<file path="src/rtl/uart_mv_rx.sv">
module uart_mv_rx #(
  parameter int OVS      = 16,
  parameter int VOTE_MID = 8
) (
  input  logic       clk,
  input  logic       rst_n,
  input  logic       tick,
  input  logic       rxd,
  input  logic [1:0] fmt,
  input  logic       par_odd,
  input  logic       wake_en,
  input  logic       rd_data,
  input  logic       rd_status,
  output logic [7:0] data_out,
  output logic       bit9_out,
  output logic       full,
  output logic       overrun,
  output logic       parity_err,
  output logic       framing_err,
  output logic       irq
);
  localparam int CW = $clog2(OVS);
  localparam logic [CW-1:0] P0 = CW'(VOTE_MID - 1);
  localparam logic [CW-1:0] P1 = CW'(VOTE_MID);
  localparam logic [CW-1:0] P2 = CW'(VOTE_MID + 1);

  typedef enum logic [1:0] {S_IDLE, S_START, S_DATA, S_STOP} st_t;

  st_t           st;
  logic          rx_m, rx_s, rx_d;
  logic [CW-1:0] cnt;
  logic [1:0]    smp;
  logic [3:0]    bidx, last_idx;
  logic [8:0]    sh, nxt_sh;
  logic [7:0]    new_d;
  logic          new_b9, vote_pt, bitv, done, store, lost, arm;

  assign vote_pt = tick && st != S_IDLE && cnt == P2;
  assign bitv    = (smp[0] & smp[1]) | (smp[0] & rx_s) | (smp[1] & rx_s);
  assign done    = vote_pt && st == S_STOP;
  assign store   = done && (!full || rd_data);
  assign lost    = done && full && !rd_data;
  assign nxt_sh  = {bitv, sh[8:1]};

  always_comb begin
    case (fmt)
      2'b00:   last_idx = 4'd6;
      2'b01:   last_idx = 4'd7;
      default: last_idx = 4'd8;
    endcase
  end

  always_comb begin
    case (fmt)
      2'b00:   begin new_d = {1'b0, sh[8:2]}; new_b9 = 1'b0;  end
      2'b01:   begin new_d = sh[8:1];         new_b9 = 1'b0;  end
      default: begin new_d = sh[7:0];         new_b9 = sh[8]; end
    endcase
  end

  always_ff @(posedge clk or negedge rst_n) begin
    if (!rst_n) begin
      rx_m <= 1'b1;
      rx_s <= 1'b1;
      rx_d <= 1'b1;
    end else begin
      rx_m <= rxd;
      rx_s <= rx_m;
      rx_d <= rx_s;
    end
  end

  always_ff @(posedge clk or negedge rst_n) begin
    if (!rst_n) begin
      st   <= S_IDLE;
      cnt  <= '0;
      smp  <= '0;
      bidx <= '0;
      sh   <= '0;
    end else if (st == S_IDLE) begin
      if (rx_d && !rx_s) begin
        st  <= S_START;
        cnt <= '0;
      end
    end else if (tick) begin
      cnt <= cnt + 1'b1;
      if (cnt == P0) smp[0] <= rx_s;
      if (cnt == P1) smp[1] <= rx_s;
      if (cnt == P2) begin
        case (st)
          S_START: begin
            st   <= bitv ? S_IDLE : S_DATA;
            bidx <= '0;
          end
          S_DATA: begin
            sh   <= nxt_sh;
            bidx <= bidx + 1'b1;
            if (bidx == last_idx) st <= S_STOP;
          end
          default: st <= S_IDLE;
        endcase
      end
    end
  end

  always_ff @(posedge clk or negedge rst_n) begin
    if (!rst_n) begin
      data_out    <= '0;
      bit9_out    <= 1'b0;
      parity_err  <= 1'b0;
      framing_err <= 1'b0;
      full        <= 1'b0;
      irq         <= 1'b0;
    end else begin
      irq <= store && !(fmt == 2'b11 && wake_en && !new_b9);
      if (store) begin
        data_out    <= new_d;
        bit9_out    <= new_b9;
        parity_err  <= (fmt == 2'b10) && ((^{new_d, new_b9}) ^ par_odd);
        framing_err <= !bitv;
        full        <= 1'b1;
      end else if (rd_data) begin
        full <= 1'b0;
      end
    end
  end

  always_ff @(posedge clk or negedge rst_n) begin
    if (!rst_n) begin
      overrun <= 1'b0;
      arm     <= 1'b0;
    end else begin
      if (lost) overrun <= 1'b1;
      else if (rd_data && arm) overrun <= 1'b0;
      if (rd_status && overrun) arm <= 1'b1;
      else if (rd_data) arm <= 1'b0;
    end
  end

  AST_IRQ_PULSE: assert property (@(posedge clk) disable iff (!rst_n) irq |=> !irq);
  AST_IRQ_FULL:  assert property (@(posedge clk) disable iff (!rst_n) irq |-> full);
  AST_OVR_KEEP:  assert property (@(posedge clk) disable iff (!rst_n) $rose(overrun) |-> $stable(data_out) && $stable(bit9_out));
  AST_WAKE_GATE: assert property (@(posedge clk) disable iff (!rst_n) (irq && fmt == 2'b11 && wake_en) |-> bit9_out);
  AST_RD_CLEAR:  assert property (@(posedge clk) disable iff (!rst_n) ($past(rd_data) && !irq) |-> !full);
  AST_SEVEN_MSB: assert property (@(posedge clk) disable iff (!rst_n) (irq && fmt == 2'b00) |-> !data_out[7]);
endmodule

</file>
<file path="config.mk">
export PLATFORM = sky130hd
export DESIGN_NAME = uart_mv_rx
export DESIGN_NICKNAME = d
export VERILOG_FILES = /design/src/rtl/uart_mv_rx.sv
export SDC_FILE = /design/constraint.sdc
export NUM_CORES = 1
export LEC_CHECK = 0
export ABC_AREA = 1
export BUFFER_PORTS_ARGS = -buffer_cell sky130_fd_sc_hd__buf_2
export CAP_MARGIN = 5
export CORE_MARGIN = 2
export CORE_UTILIZATION = 55
export CTS_CLUSTER_SIZE = 28
export DETAILED_ROUTE_END_ITERATION = 12
export PLACE_DENSITY = 0.74
export RECOVER_POWER = 25
export REMOVE_ABC_BUFFERS = 1
export SLEW_MARGIN = 5
export SYNTH_ARGS = -nofsm -noshare
export SYNTH_HDL_FRONTEND = slang
export SYNTH_SLANG_ARGS = --single-unit
export TNS_END_PERCENT = 50
</file>
<file path="constraint.sdc">
create_clock -name clk -period 2.11 [get_ports clk]
set_clock_uncertainty 0.2 [all_clocks]
set_input_delay 0 -clock clk [delete_from_list [all_inputs] [get_ports clk]]
set_output_delay 0 -clock clk [all_outputs]
set_load 0.1 [all_outputs]
</file>
# After elaboration in Yosys (flattened, before gate mapping)
# Index checks and enable logic that the tools add are counted.
# totals
rom_bits	0
out_inout_bits	14
ff_bits	39
ram_bits	0
in_bits	10
latch_bits	0
memories	0
# classes
n_addsub	2
bitwise	7
shifts	0
n_reduce_logical	37
muxes	19
multipliers	0
magnitude_cmp	0
n_div	0
eq_ne	12
# ops
operator	count
4-bit case mux with 2 select lines	2
8-bit case mux with 2 select lines	1
2-bit nonzero test	7
1-bit logical AND	13
2-bit two-way mux	6
4-bit two-way mux	3
4-bit AND reduction	3
9-bit parity	1
4-bit by 1-bit adder with 4-bit output (second input constant)	2
2-bit == test (second input constant)	4
4-bit == test (second input constant)	2
1-bit logical NOT	6
1-bit two-way mux	6
3-bit AND reduction	2
2-bit by 1-bit == test with 1-bit output (second input constant)	2
4-bit by 3-bit == test with 1-bit output (second input constant)	1
4-bit == test	1
2-bit logical NOT	2
2-bit case mux with 2 select lines	1
1-bit AND	3
3-bit inequality test (second input constant)	1
2-bit by 1-bit inequality test with 1-bit output (second input constant)	1
1-bit bitwise OR	2
2-bit AND reduction	1
4 further kinds	4

# Longest topological paths before layout
# depth
ltp_word	8
mapped_depth	13

# Least setup slack after synthesis
# Ideal clock, no wire load.
# synth_path
path_kind	reg-to-reg
start	register st[0]
end	register data_out[4]
setup_ns	0.133
t_required_ns	1.777
setup_slack_ns	0.201
path_buffers	1
arrival_time_ns	1.576
synth_period_minus_slack_ns	1.909
stages_incl_launch_ff	12
path_cell_list	dfrtp_1 -> inv_1 -> ha_1 -> nor2_4 -> inv_1 -> nor2_4 -> nand2_1 -> nor2_1 -> inv_1 -> buf_6 -> nand2_1 -> o21ai_0
# synth_via
elab_chain_len	5
# synth_lines
item	line	source
start: declaration	29	st_t st;
start signal: assignment	92	st <= bitv ? S_IDLE : S_DATA;
2-bit nonzero test	38	assign vote_pt = tick && st != S_IDLE && cnt == P2;
1-bit logical AND (2 in a row)	38	
1-bit logical AND *	40	assign done = vote_pt && st == S_STOP;
1-bit logical AND *	41	assign store = done && (!full || rd_data);
end signal: assignment	117	data_out <= new_d;
end: declaration	14	output logic [7:0] data_out,
# Mark *: on every way between the ends. The rest lies on a longest branch, timed or not.
# A chain may end at the register's enable or synchronous reset.

# Worst setup path in the final report
# layout_path
start	register st[1]
end	register bidx[3]
# layout_via
elab_chain_len	3
# layout_lines
item	line	source
2-bit == test, or another cell as far along	90	case (st)
2-bit nonzero test (no source line) / 1-bit NOT (equally long branches)	--	
4-bit AND reduction (no source line)	--	
end signal: assignment	97	bidx <= bidx + 1'b1;
end: declaration	33	logic [3:0] bidx, last_idx;
# Several ways; a longest one is shown, not always the timed one.

==> results.toml <==
[run_status]
outcome = "finished, final reports clean"

[worst_setup_path]
crit_buf_inv = 3
rr_worst_depth = 8
cp.arrival_ns = 1.90
cp_cell_sequence = "inv_1, ha_2, inv_1, nor3_4, inv_1, nor3_1, xor2_1, nor2_1"
cp-end-kind = "flop"
cpMostUsedCell = "inv_1"
critPathLaunchType = "flop"
cp_max_fo = 5
path_delay_family = "simple AND/OR/NAND/NOR gates"
cp.depth = 8
path_class = "flop to flop"
slowest_delay_ns = 0.37
critPathSlowestCell = "dfrtp_1"
required_ns = 2.09

[finish]
layout-drive-gt1-share = 0.163
multi_input_area_um2 = 978
antennaDiodeCount = 0
nets = 330
ff_latch_area_um2 = 980
finalInstanceArea_mm2 = 0.00250
area_delta_synth_final_pct = 17.1
final.fill_count = 327

[floorplanning]
die-height_um = 66.3
ios = 24
coreArea_mm2 = 0.00369
die-area_mm2 = 0.00439
rows = 22
start_util = 0.578
die_x_um = 66.3

[placed_design]
io_buffer_count = 23
gp_congestion = 0.804
dpl_cell_area_mm2 = 0.00229
hpwl_um = 3050

[route]
drt_iter0_markers = 122
routedWlPerCell_um = 11.4
ant_nets = 0
routed_wl_um = 4110
vias = 1770
via_per_inst = 4.90
remaining_drc_errors = 0
first_pass_iters = 4

[hold_path]
hold_depth = 7
holdCritPathClass = "input port to flop"

[timing]
rsz0062_at_grt = "false"
slew_viol_final = 0
setup_viol = 0
hold_violations = 0
worstMarginPinSlew_ns = 1.16
fin_crit_sh = 0.910
slew_headroom = 0.230
final.min_clock_period_ns = 1.92
max_freq_mhz = 521
setup_tns_ns = 0

[logic_synthesis]
synth_cell_type_count = 26
yosys_warnings = 0
syn-cell-area_mm2 = 0.00213
synthArstFlopShare = 1.00
synth_seq_cells = 39
seq_area_frac_synth = 0.460
synth.avg_cell_area_um2 = 7.78
yosys.cell_count.top_type = "nand2_1"
synth_top_area_share = 0.423
synthTopCellsByCount = "nand2_1 (102), dfrtp_1 (36), inv_1 (33), o21ai_0 (33), nand3_1 (15)"
ys.flop_type = "dfrtp_1"
synth_area_leader_cell = "dfrtp_1"
synth_edf_count = 0
synthCells = 274
synth.area.top_cells = "dfrtp_1 (42%), nand2_1 (18%), o21ai_0 (7.7%), inv_1 (5.8%), ha_1 (4.7%)"

[cts]
htree_levels = 2
tritoncts = "done"
clk_latency_ns = 0.29
clk_pin_slew_ns = 0.08
cts_buffer_depth = 2
clock_sinks = 39
cts_buffers = 5
cts-root-buf = "clkbuf_8"

[grt]
grt_max_degree = 40
first_global_vias = 1736
grt_overflow = 0
grt_antenna_before_repair = 0
grt_use_total = 0.220
grt_pass1_wl_um = 7400

[power]
p_leak_uw = 0.00128
ir_drop_mv = 0.593
cellPowerDensity_mw_per_mm2 = 790

[flow_run]
drv_cap = 0
-- cell usage in the layout, fill, tap and decap left out, drive strengths merged, types with 8 or more instances in the layout --
cell	count
buf	25
clkbuf	8
dfrtp	36
dlygate4sd3	8
ha	8
inv	36
nand2	103
nand3	16
nor2	16
o21ai	34
-- metrics by stage --
stage,worst slack [ns],cells,hold WS (ns),total power (µW),util
floorplan,0.0597,269,-0.496,1200,-
global placement,0.204,343,-0.0950,1310,0.620
detailed placement,0.130,343,-0.0931,1330,0.620
CTS,0.106,359,0.0769,1960,0.673
global route,0.0131,361,0.158,2110,0.677
finish,0.190,361,0.0814,1970,0.677
-- kinds of logic (layout without fill, tap and decap cells) --
family,Yosys count,after routing,share of synthesized area
simple gates,144,144,0.300
buf+inv,41,80,0.0827
compound gates,39,39,0.0986
flops,39,39,0.460
fa+ha+maj,8,8,0.0470
xor+xnor,3,3,0.0123
-- state kept, by name, summed over array words and instances (netlist names), 2 cells and up --
name,cells
st,2
bidx,4
cnt,4
data_out,8
smp,2
sh,9
-- metal layers --
metal | vias up | track usage | share of wire
li1 | 940 | - | -
met1 | 796 | 0.290 | 0.50
met2 | 32 | 0.361 | 0.46
met3 | 2 | 0.0409 | 0.038
met4 | 0 | 0.0765 | 0.0041
met5 | - | 0 | 0
-- path summary, 6_finish.rpt --
path / startpoint / end / slack (ns)
min reg2reg: rx_m / rx_s / 0.16
max: st[1] / bidx[3] / 0.19
max reg2reg: st[1] / bidx[3] / 0.19
max in group asynchronous: rst_n / cnt[1] / 0.94
min in group asynchronous: rst_n / framing_err / 0.18
min: par_odd / parity_err / 0.08
-- layout make-up --
| type | count | area share |
|---|---|---|
| Clock buffer | 5 | 0.0276 |
| Clock inverter | 3 | 0.0175 |
| Inverter | 36 | 0.0541 |
| Multi-Input combinational cell | 194 | 0.392 |
| Sequential cell | 39 | 0.392 |
| Tap cell | 48 | 0.0241 |
| Timing Repair Buffer | 36 | 0.0922 |
-- where the power goes --
part           switching [µW]  leakage, µW  internal [µW]
Sequential               57.4     0.000526            821
Clock                     263    0.0000581            352
Combinational             296     0.000701            183
Total                     617      0.00128           1360
-- what timing repair did --
| action | 4_1_cts | 5_1_grt |
|---|---|---|
| endpoints found under the setup margin | 0 | 21 |
| hold buffers | 8 | 0 |
| hold endpoints to repair | 44 | 0 |
| setup buffers | 0 | 2 |
| gates resized for setup | 0 | 1 |
-- worst register-to-register path, stage by stage, from the launching register on --
cell and delay (ns):
dfrtp_1 0.37, inv_1 0.08, ha_2 0.32, inv_1 0.07
nor3_4 0.26, inv_1 0.11, nor3_1 0.18, xor2_1 0.18
nor2_1 0.06
No activity file was read; power rests on OpenSTA's default activity.
